===== config.mk =====
export PLATFORM = sky130hd
export DESIGN_NAME = spi_reg_target
export DESIGN_NICKNAME = d
export VERILOG_FILES = /design/src/rtl/spi_reg_pkg.sv /design/src/rtl/spi_reg_sync.sv /design/src/rtl/spi_reg_cfg.sv /design/src/rtl/spi_reg_frame.sv /design/src/rtl/spi_reg_tx.sv /design/src/rtl/spi_reg_target.sv
export SDC_FILE = /design/constraint.sdc
export NUM_CORES = 1
export LEC_CHECK = 0
export CAP_MARGIN = 10
export CORE_UTILIZATION = 50
export DETAILED_ROUTE_END_ITERATION = 6
export MAX_ROUTING_LAYER = met4
export PLACE_DENSITY = 0.76
export SLEW_MARGIN = 40
export SYNTH_ARGS = -nofsm -noshare
export SYNTH_HDL_FRONTEND = slang
export SYNTH_SLANG_ARGS = --single-unit

===== constraint.sdc =====
create_clock -name clk_i -period 5.29 [get_ports clk_i]
set_input_delay 1.058 -clock clk_i [delete_from_list [all_inputs] [get_ports clk_i]]
set_output_delay 1.058 -clock clk_i [all_outputs]
set_load 0.005 [all_outputs]

===== src/rtl/spi_reg_pkg.sv =====
package spi_reg_pkg;
  typedef enum logic [1:0] {PH_CMD, PH_WR, PH_RD} phase_e;

  typedef struct packed {
    logic auto_inc;
    logic three_wire;
  } cfg_t;
endpackage


===== src/rtl/spi_reg_sync.sv =====
module spi_reg_sync #(
  parameter int              WIDTH   = 3,
  parameter int              STAGES  = 2,
  parameter logic [WIDTH-1:0] RST_VAL = '0
) (
  input  logic             clk_i,
  input  logic             rst_ni,
  input  logic [WIDTH-1:0] d_i,
  output logic [WIDTH-1:0] q_o
);
  for (genvar g = 0; g < WIDTH; g++) begin : g_bit
    logic [STAGES-1:0] chain_q;
    always_ff @(posedge clk_i or negedge rst_ni) begin
      if (!rst_ni) chain_q <= {STAGES{RST_VAL[g]}};
      else         chain_q <= {chain_q[STAGES-2:0], d_i[g]};
    end
    assign q_o[g] = chain_q[STAGES-1];
  end
endmodule


===== src/rtl/spi_reg_cfg.sv =====
module spi_reg_cfg
  import spi_reg_pkg::*;
#(
  parameter int              DATA_W    = 8,
  parameter logic [DATA_W-1:0] CFG_RESET = 8'h02
) (
  input  logic              clk_i,
  input  logic              rst_ni,
  input  logic              we_i,
  input  logic [1:0]        wdata_i,
  output cfg_t              cfg_o,
  output logic [DATA_W-1:0] rdata_o
);
  cfg_t cfg_q;

  always_ff @(posedge clk_i or negedge rst_ni) begin
    if (!rst_ni) cfg_q <= cfg_t'(CFG_RESET[1:0]);
    else if (we_i) cfg_q <= cfg_t'(wdata_i);
  end

  assign cfg_o   = cfg_q;
  assign rdata_o = {{(DATA_W-2){1'b0}}, cfg_q.auto_inc, cfg_q.three_wire};
endmodule


===== src/rtl/spi_reg_frame.sv =====
module spi_reg_frame
  import spi_reg_pkg::*;
#(
  parameter int DATA_W = 8,
  parameter int ADDR_W = DATA_W - 1,
  parameter logic [ADDR_W-1:0] CFG_ADDR = 7'h05
) (
  input  logic              clk_i,
  input  logic              rst_ni,
  input  logic              csb_s_i,
  input  logic              spc_s_i,
  input  logic              sdi_s_i,
  input  logic              auto_inc_i,
  output logic              rise_o,
  output phase_e            phase_o,
  output logic [ADDR_W-1:0] bus_addr_o,
  output logic [DATA_W-1:0] bus_wdata_o,
  output logic              bus_we_o,
  output logic              bus_re_o,
  output logic              cfg_we_o,
  output logic              cfg_rd_o
);
  localparam int CNT_W = $clog2(DATA_W);
  localparam logic [CNT_W-1:0] LAST_BIT = CNT_W'(DATA_W - 1);

  logic              spc_q;
  logic              fall;
  phase_e            phase_q;
  logic [CNT_W-1:0]  bit_cnt_q;
  logic [DATA_W-2:0] sh_q;
  logic [ADDR_W-1:0] addr_q;
  logic [ADDR_W-1:0] step;
  logic [ADDR_W-1:0] next_addr;
  logic [DATA_W-1:0] byte_w;

  assign fall      = spc_q & ~spc_s_i;
  assign rise_o    = ~spc_q & spc_s_i;
  assign byte_w    = {sh_q, sdi_s_i};
  assign step      = {{(ADDR_W-1){1'b0}}, auto_inc_i};
  assign next_addr = addr_q + step;

  always_ff @(posedge clk_i or negedge rst_ni) begin
    if (!rst_ni) spc_q <= 1'b1;
    else         spc_q <= spc_s_i;
  end

  always_ff @(posedge clk_i or negedge rst_ni) begin
    if (!rst_ni) begin
      phase_q     <= PH_CMD;
      bit_cnt_q   <= '0;
      sh_q        <= '0;
      addr_q      <= '0;
      bus_addr_o  <= '0;
      bus_wdata_o <= '0;
      bus_we_o    <= 1'b0;
      bus_re_o    <= 1'b0;
      cfg_we_o    <= 1'b0;
      cfg_rd_o    <= 1'b0;
    end else begin
      bus_we_o <= 1'b0;
      bus_re_o <= 1'b0;
      cfg_we_o <= 1'b0;
      cfg_rd_o <= 1'b0;
      if (csb_s_i) begin
        phase_q   <= PH_CMD;
        bit_cnt_q <= '0;
      end else if (fall) begin
        sh_q      <= byte_w[DATA_W-2:0];
        bit_cnt_q <= bit_cnt_q + 1'b1;
        if (bit_cnt_q == LAST_BIT) begin
          unique case (phase_q)
            PH_CMD: begin
              addr_q <= byte_w[ADDR_W-1:0];
              if (byte_w[DATA_W-1]) begin
                phase_q    <= PH_RD;
                bus_addr_o <= byte_w[ADDR_W-1:0];
                if (byte_w[ADDR_W-1:0] == CFG_ADDR) cfg_rd_o <= 1'b1;
                else                                bus_re_o <= 1'b1;
              end else begin
                phase_q <= PH_WR;
              end
            end
            PH_WR: begin
              bus_addr_o  <= addr_q;
              bus_wdata_o <= byte_w;
              addr_q      <= next_addr;
              if (addr_q == CFG_ADDR) cfg_we_o <= 1'b1;
              else                    bus_we_o <= 1'b1;
            end
            PH_RD: begin
              // prefetch the byte the next eight clocks will carry
              addr_q     <= next_addr;
              bus_addr_o <= next_addr;
              if (next_addr == CFG_ADDR) cfg_rd_o <= 1'b1;
              else                       bus_re_o <= 1'b1;
            end
            default: phase_q <= PH_CMD;
          endcase
        end
      end
    end
  end

  assign phase_o = phase_q;

  a_r5_we_single_cycle: assert property (@(posedge clk_i) disable iff (!rst_ni)
    bus_we_o |=> !bus_we_o);
  a_r6_re_single_cycle: assert property (@(posedge clk_i) disable iff (!rst_ni)
    bus_re_o |=> !bus_re_o);
  a_r5_we_re_exclusive: assert property (@(posedge clk_i) disable iff (!rst_ni)
    !(bus_we_o && bus_re_o));
  a_r10_cfg_not_on_bus: assert property (@(posedge clk_i) disable iff (!rst_ni)
    (bus_we_o || bus_re_o) |-> (bus_addr_o != CFG_ADDR));
  a_r11_we_inside_frame: assert property (@(posedge clk_i) disable iff (!rst_ni)
    bus_we_o |-> (!$past(csb_s_i) && $past(fall)));
endmodule


===== src/rtl/spi_reg_tx.sv =====
module spi_reg_tx
  import spi_reg_pkg::*;
#(
  parameter int DATA_W = 8
) (
  input  logic              clk_i,
  input  logic              rst_ni,
  input  logic              csb_s_i,
  input  logic              rise_i,
  input  phase_e            phase_i,
  input  logic              load_i,
  input  logic [DATA_W-1:0] load_data_i,
  input  logic              three_wire_i,
  output logic              sdo_o,
  output logic              sdo_oe_o,
  output logic              sdio_o,
  output logic              sdio_oe_o
);
  logic [DATA_W-1:0] out_sr_q;
  logic              tx_q;
  logic              drv_q;

  always_ff @(posedge clk_i or negedge rst_ni) begin
    if (!rst_ni) begin
      out_sr_q <= '0;
      tx_q     <= 1'b0;
      drv_q    <= 1'b0;
    end else begin
      if (load_i) begin
        out_sr_q <= load_data_i;
      end else if (rise_i && !csb_s_i && phase_i == PH_RD) begin
        tx_q     <= out_sr_q[DATA_W-1];
        out_sr_q <= {out_sr_q[DATA_W-2:0], 1'b0};
        drv_q    <= 1'b1;
      end
      if (csb_s_i) drv_q <= 1'b0;
    end
  end

  assign sdo_o     = tx_q;
  assign sdio_o    = tx_q;
  assign sdo_oe_o  = drv_q & ~three_wire_i;
  assign sdio_oe_o = drv_q & three_wire_i;

  a_r7_single_driver: assert property (@(posedge clk_i) disable iff (!rst_ni)
    !(sdo_oe_o && sdio_oe_o));
  a_r7_quiet_outside_frame: assert property (@(posedge clk_i) disable iff (!rst_ni)
    (sdo_oe_o || sdio_oe_o) |-> !$past(csb_s_i));
  a_r7_quiet_in_command: assert property (@(posedge clk_i) disable iff (!rst_ni)
    (sdo_oe_o || sdio_oe_o) |-> (phase_i == PH_RD));
  a_r4_launch_on_rise: assert property (@(posedge clk_i) disable iff (!rst_ni)
    !$stable(tx_q) |-> $past(rise_i));
endmodule


===== src/rtl/spi_reg_target.sv =====
module spi_reg_target
  import spi_reg_pkg::*;
#(
  parameter int DATA_W      = 8,
  parameter int SYNC_STAGES = 2,
  parameter logic [DATA_W-2:0] CFG_ADDR  = 7'h05,
  parameter logic [DATA_W-1:0] CFG_RESET = 8'h02
) (
  input  logic              clk_i,
  input  logic              rst_ni,
  input  logic              csb_i,
  input  logic              spc_i,
  input  logic              sdi_i,
  output logic              sdo_o,
  output logic              sdo_oe_o,
  output logic              sdio_o,
  output logic              sdio_oe_o,
  output logic [DATA_W-2:0] reg_addr_o,
  output logic [DATA_W-1:0] reg_wdata_o,
  output logic              reg_we_o,
  output logic              reg_re_o,
  input  logic [DATA_W-1:0] reg_rdata_i
);
  localparam int ADDR_W = DATA_W - 1;

  logic [2:0]        pins_s;
  logic              rise;
  phase_e            phase;
  logic              cfg_we;
  logic              cfg_rd;
  cfg_t              cfg;
  logic [DATA_W-1:0] cfg_rdata;
  logic [DATA_W-1:0] load_data;

  // bit 2 csb, bit 1 spc, bit 0 sdi
  spi_reg_sync #(
    .WIDTH  (3),
    .STAGES (SYNC_STAGES),
    .RST_VAL(3'b110)
  ) u_sync (
    .clk_i (clk_i),
    .rst_ni(rst_ni),
    .d_i   ({csb_i, spc_i, sdi_i}),
    .q_o   (pins_s)
  );

  spi_reg_frame #(
    .DATA_W  (DATA_W),
    .ADDR_W  (ADDR_W),
    .CFG_ADDR(CFG_ADDR)
  ) u_frame (
    .clk_i      (clk_i),
    .rst_ni     (rst_ni),
    .csb_s_i    (pins_s[2]),
    .spc_s_i    (pins_s[1]),
    .sdi_s_i    (pins_s[0]),
    .auto_inc_i (cfg.auto_inc),
    .rise_o     (rise),
    .phase_o    (phase),
    .bus_addr_o (reg_addr_o),
    .bus_wdata_o(reg_wdata_o),
    .bus_we_o   (reg_we_o),
    .bus_re_o   (reg_re_o),
    .cfg_we_o   (cfg_we),
    .cfg_rd_o   (cfg_rd)
  );

  spi_reg_cfg #(
    .DATA_W   (DATA_W),
    .CFG_RESET(CFG_RESET)
  ) u_cfg (
    .clk_i  (clk_i),
    .rst_ni (rst_ni),
    .we_i   (cfg_we),
    .wdata_i(reg_wdata_o[1:0]),
    .cfg_o  (cfg),
    .rdata_o(cfg_rdata)
  );

  assign load_data = cfg_rd ? cfg_rdata : reg_rdata_i;

  spi_reg_tx #(
    .DATA_W(DATA_W)
  ) u_tx (
    .clk_i       (clk_i),
    .rst_ni      (rst_ni),
    .csb_s_i     (pins_s[2]),
    .rise_i      (rise),
    .phase_i     (phase),
    .load_i      (reg_re_o | cfg_rd),
    .load_data_i (load_data),
    .three_wire_i(cfg.three_wire),
    .sdo_o       (sdo_o),
    .sdo_oe_o    (sdo_oe_o),
    .sdio_o      (sdio_o),
    .sdio_oe_o   (sdio_oe_o)
  );
endmodule


==> impl_metrics.env <==
export IMPL_worstSetupPathType="flop to primary output"
export IMPL_die_area_mm2=0.00582
export IMPL_dieWidth_um=76.3
export IMPL_finalClockSkew_ns=0.00875
export IMPL_number_of_nets_with_antenna_violations_after_detailed_routing=0
export IMPL_r2r_start="u_frame.phase_o[0]"
export IMPL_path_cells="clkdlybuf4s50_1"
export IMPL_post_cts_setup_buffer_count=0
export IMPL_gr_total_overflow=0
export IMPL_post_route_min_period_ns=2.67
export IMPL_hold_start="u_sync.g_bit[0].chain_q[0]"
export IMPL_tightestPinTransition_ns=0.732
export IMPL_synth_most_common_cell="sky130_fd_sc_hd__dfrtp_1"
export IMPL_clk_latency_ns=0.33
export IMPL_drt_iter0_drc=162
export IMPL_post_cts_resized=0
export IMPL_drc=0
export IMPL_tritoncts="yes"
export IMPL_slew_headroom=0.512
export IMPL_power_clock_fraction=0.391
export IMPL_cell_row_count=26
export IMPL_port_buffers=33
export IMPL_cts_buffers_inserted=9
export IMPL_die_height_um=76.3
export IMPL_end_kind="primary output"
export IMPL_grt_pass1_wl_um=9310
export IMPL_mean_post_synth_cell_area_um2=11.2
export IMPL_fmax_ghz=0.375
export IMPL_post_layout_nonfiller_instances=351
export IMPL_netSwitchingFraction=0.248
export IMPL_synth_enable_flop_cells=0
export IMPL_drt_vias_per_instance=5.43
export IMPL_met2_wirelength_um=2290
export IMPL_internal_power_w=0.000698
export IMPL_maxCapViolations=0
export IMPL_ys_warn_count=0
export IMPL_yosys_register_bits=57
export IMPL_run_status="finished clean"
export IMPL_finish_instance_area_mm2=0.00328
export IMPL_pin_count=34
export IMPL_cp_data_required_time_ns=4.23
export IMPL_pwr_density_cell_mw_per_mm2=283
export IMPL_place_detailed_hpwl_um=3510
export IMPL_vias=1905
export IMPL_timing_hold_worst_class="flop to flop"
export IMPL_groute_usage_overall=0.216
export IMPL_ys_dominant_reg_cell="sky130_fd_sc_hd__dfrtp_1"
export IMPL_min_period_over_period=0.504
export IMPL_area_growth_synth_to_final_pct=19.1
export IMPL_critical_path_startpoint="u_frame.bus_re_o"
export IMPL_antenna_violations_before_repair=0
export IMPL_clock_tree_htree_level_count=3
export IMPL_drt_total_wl_um=5270
export IMPL_post_route_cells_drive_above_1_share=0.178
export IMPL_synthesis_nets=269
export IMPL_slowest_stage="sky130_fd_sc_hd__dfrtp_1"
export IMPL_cp_buffers_inverters=1
export IMPL_floorplan_initialDensity=0.530
export IMPL_power_combinational_fraction=0.074
export IMPL_met3_wirelength_um=283
export IMPL_grt_setup_unrepaired="no"
export IMPL_fin_nets=299
export IMPL_maxUsedRoutingLayer="met4"
export IMPL_post_synth_num_cell_types=44
export IMPL_postPlaceCellArea_mm2=0.00310
export IMPL_post_synth_design_cell_area_mm2=0.00276
export IMPL_net_switching_power_w=0.000230
export IMPL_dpl_cell_count=336
export IMPL_timing_max_transition_violations_final=0
export IMPL_leakage_nw=1.52
export IMPL_core_area_mm2=0.00520
export IMPL_antennaDiodeCount=0
export IMPL_worst_path_dominant_cell_family="flip-flops"
export IMPL_synth_area_top_cells="sky130_fd_sc_hd__dfrtp_1 (46%), sky130_fd_sc_hd__dfstp_2 (5.7%), sky130_fd_sc_hd__nor2_1 (5.0%)"
export IMPL_first_global_vias=1897
export IMPL_cts_root_to_sink_buffers=2
export IMPL_setup_viol=0
export IMPL_drt_met1_wl_um=2550
export IMPL_critical_path_startpoint_type="flop"
export IMPL_max_stage_delay_ns=0.67
export IMPL_clk_transition_reported_paths_ns=0.07
export IMPL_cts_root_buffer_type="sky130_fd_sc_hd__clkbuf_8"
export IMPL_worst_path_max_fanout=18
export IMPL_ys_async_sr_fraction=1.00
export IMPL_synth_top_cells_by_count="sky130_fd_sc_hd__dfrtp_1 (51), sky130_fd_sc_hd__nor2_1 (37), sky130_fd_sc_hd__nand2_1 (19)"
export IMPL_tns_ns=0
export IMPL_number_of_hold_violations_in_the_final_report=0
export IMPL_yosysSeqAreaShare=0.520
export IMPL_tritoncts_num_sinks=57
export IMPL_post_synth_inst_count=247
export IMPL_flop_pwr_share=0.534
export IMPL_quantity_of_hold_fixing_buffers_added_after_cts=0
export IMPL_detail_route_first_pass_iterations=4
export IMPL_routabilityCongestion=0.888
export IMPL_synthDominantCellAreaShare=0.463
export IMPL_yosysTopAreaCell="sky130_fd_sc_hd__dfrtp_1"
export IMPL_post_drt_wl_per_cell_um=15.0
export IMPL_ir_worst_vdd_uv=167
export IMPL_grt_max_degree=58
export IMPL_cp_arrival_ns=1.61
## area by class of cell
| type | count | area (um2) |
|---|---|---|
| sequential | 57 | 1430 |
| tap | 70 | 87.6 |
| multi-input combinational | 170 | 1230 |
| fill | 428 | 1920 |
| inverter | 5 | 18.8 |
| clock buffer | 12 | 165 |
| timing repair buffer | 34 | 333 |
| clock inverter | 3 | 15.0 |
## routing by layer
layer  vias up  global-route usage
met4         0               0.133
met5         -                   -
met1       914               0.297
met2        53               0.287
li1        929                   -
met3         9              0.0491
## cell families (layout without fill, tap and decap cells)
kind of cell             count (synthesis)  in the layout  synth area share
XOR/XNOR                                 7              7            0.0222
buffers and inverters                   20             54            0.0395
flip-flops                              57             57             0.520
multiplexers                            27             27             0.113
AO/OA/AOI/OAI                           47             47             0.119
adder cells (fa/ha/maj)                  9              9            0.0408
AND/OR/NAND/NOR                         80             80             0.145
## path summary, 6_finish.rpt
kind | endpoint | slack, ns | depth (start not counted)
max | reg_re_o | 2.62 | 1
min | u_sync.g_bit[0].chain_q[1] | 0.35 | 0
max reg2reg | u_tx.out_sr_q[1] | 3.08 | 7
min reg2reg | u_sync.g_bit[0].chain_q[1] | 0.35 | 0
max in group asynchronous | u_frame.bus_addr_o[1] | 3.93 | 2
min in group asynchronous | u_frame.sh_q[3] | 0.85 | 2
## power by group through the flow
stage / Sequential, W / Combinational (W) / Clock (W)
after global routing: 0.000500 / 0.0000762 / 0.000396
after CTS: 0.000496 / 0.0000694 / 0.000376
after floorplan: 0.000492 / 0.0000424 / 0
after detailed placement: 0.000503 / 0.0000690 / 0
after global placement: 0.000502 / 0.0000674 / 0
final: 0.000496 / 0.0000691 / 0.000363
## layout by cell type (no fill, tap or decap), types with 2 or more instances in the layout
cell / count
sky130_fd_sc_hd__mux2_4: 6
sky130_fd_sc_hd__mux2_2: 10
sky130_fd_sc_hd__nor3_1: 2
sky130_fd_sc_hd__nand2_1: 19
sky130_fd_sc_hd__mux2i_1: 11
sky130_fd_sc_hd__inv_1: 5
sky130_fd_sc_hd__a22oi_1: 3
sky130_fd_sc_hd__dfrtp_1: 51
sky130_fd_sc_hd__clkdlybuf4s50_1: 32
sky130_fd_sc_hd__nor2_1: 37
sky130_fd_sc_hd__o21ai_0: 9
sky130_fd_sc_hd__o31ai_1: 4
sky130_fd_sc_hd__dfstp_2: 6
sky130_fd_sc_hd__ha_1: 9
sky130_fd_sc_hd__xnor2_1: 4
sky130_fd_sc_hd__a221oi_1: 6
sky130_fd_sc_hd__a31oi_1: 2
sky130_fd_sc_hd__clkinv_2: 3
sky130_fd_sc_hd__a21oi_1: 12
sky130_fd_sc_hd__xor2_1: 3
sky130_fd_sc_hd__nand3_1: 5
sky130_fd_sc_hd__nor3b_1: 3
sky130_fd_sc_hd__o31ai_2: 3
sky130_fd_sc_hd__a21o_1: 3
sky130_fd_sc_hd__clkbuf_8: 12
sky130_fd_sc_hd__a211oi_1: 3
## stage by stage
step / power (W) / utilization / setup WS, ns / hold slack (ns)
floorplan: 0.000534 / - / 3.54 / 0.331
global placement: 0.000570 / 0.594 / 2.79 / 0.336
detailed placement: 0.000572 / 0.596 / 2.99 / 0.336
CTS: 0.000941 / 0.631 / 2.61 / 0.349
global route: 0.000972 / 0.631 / 2.52 / 0.359
finish: 0.000928 / 0.631 / 2.62 / 0.346
## sequential cells by signal, indices dropped and copies added, names as in the netlist
register and cells:
u_cfg.cfg_o 2, u_frame.addr_q 7, u_frame.bit_cnt_q 3, u_frame.bus_addr_o 7
u_frame.bus_re_o 1, u_frame.bus_wdata_o 8, u_frame.bus_we_o 1, u_frame.cfg_rd_o 1
u_frame.cfg_we_o 1, u_frame.phase_o 2, u_frame.sh_q 7, u_frame.spc_q 1
u_sync.g_bit.chain_q 6, u_tx.drv_q 1, u_tx.out_sr_q 8, u_tx.sdio_o 1
Power figures use the tool's default switching activity.
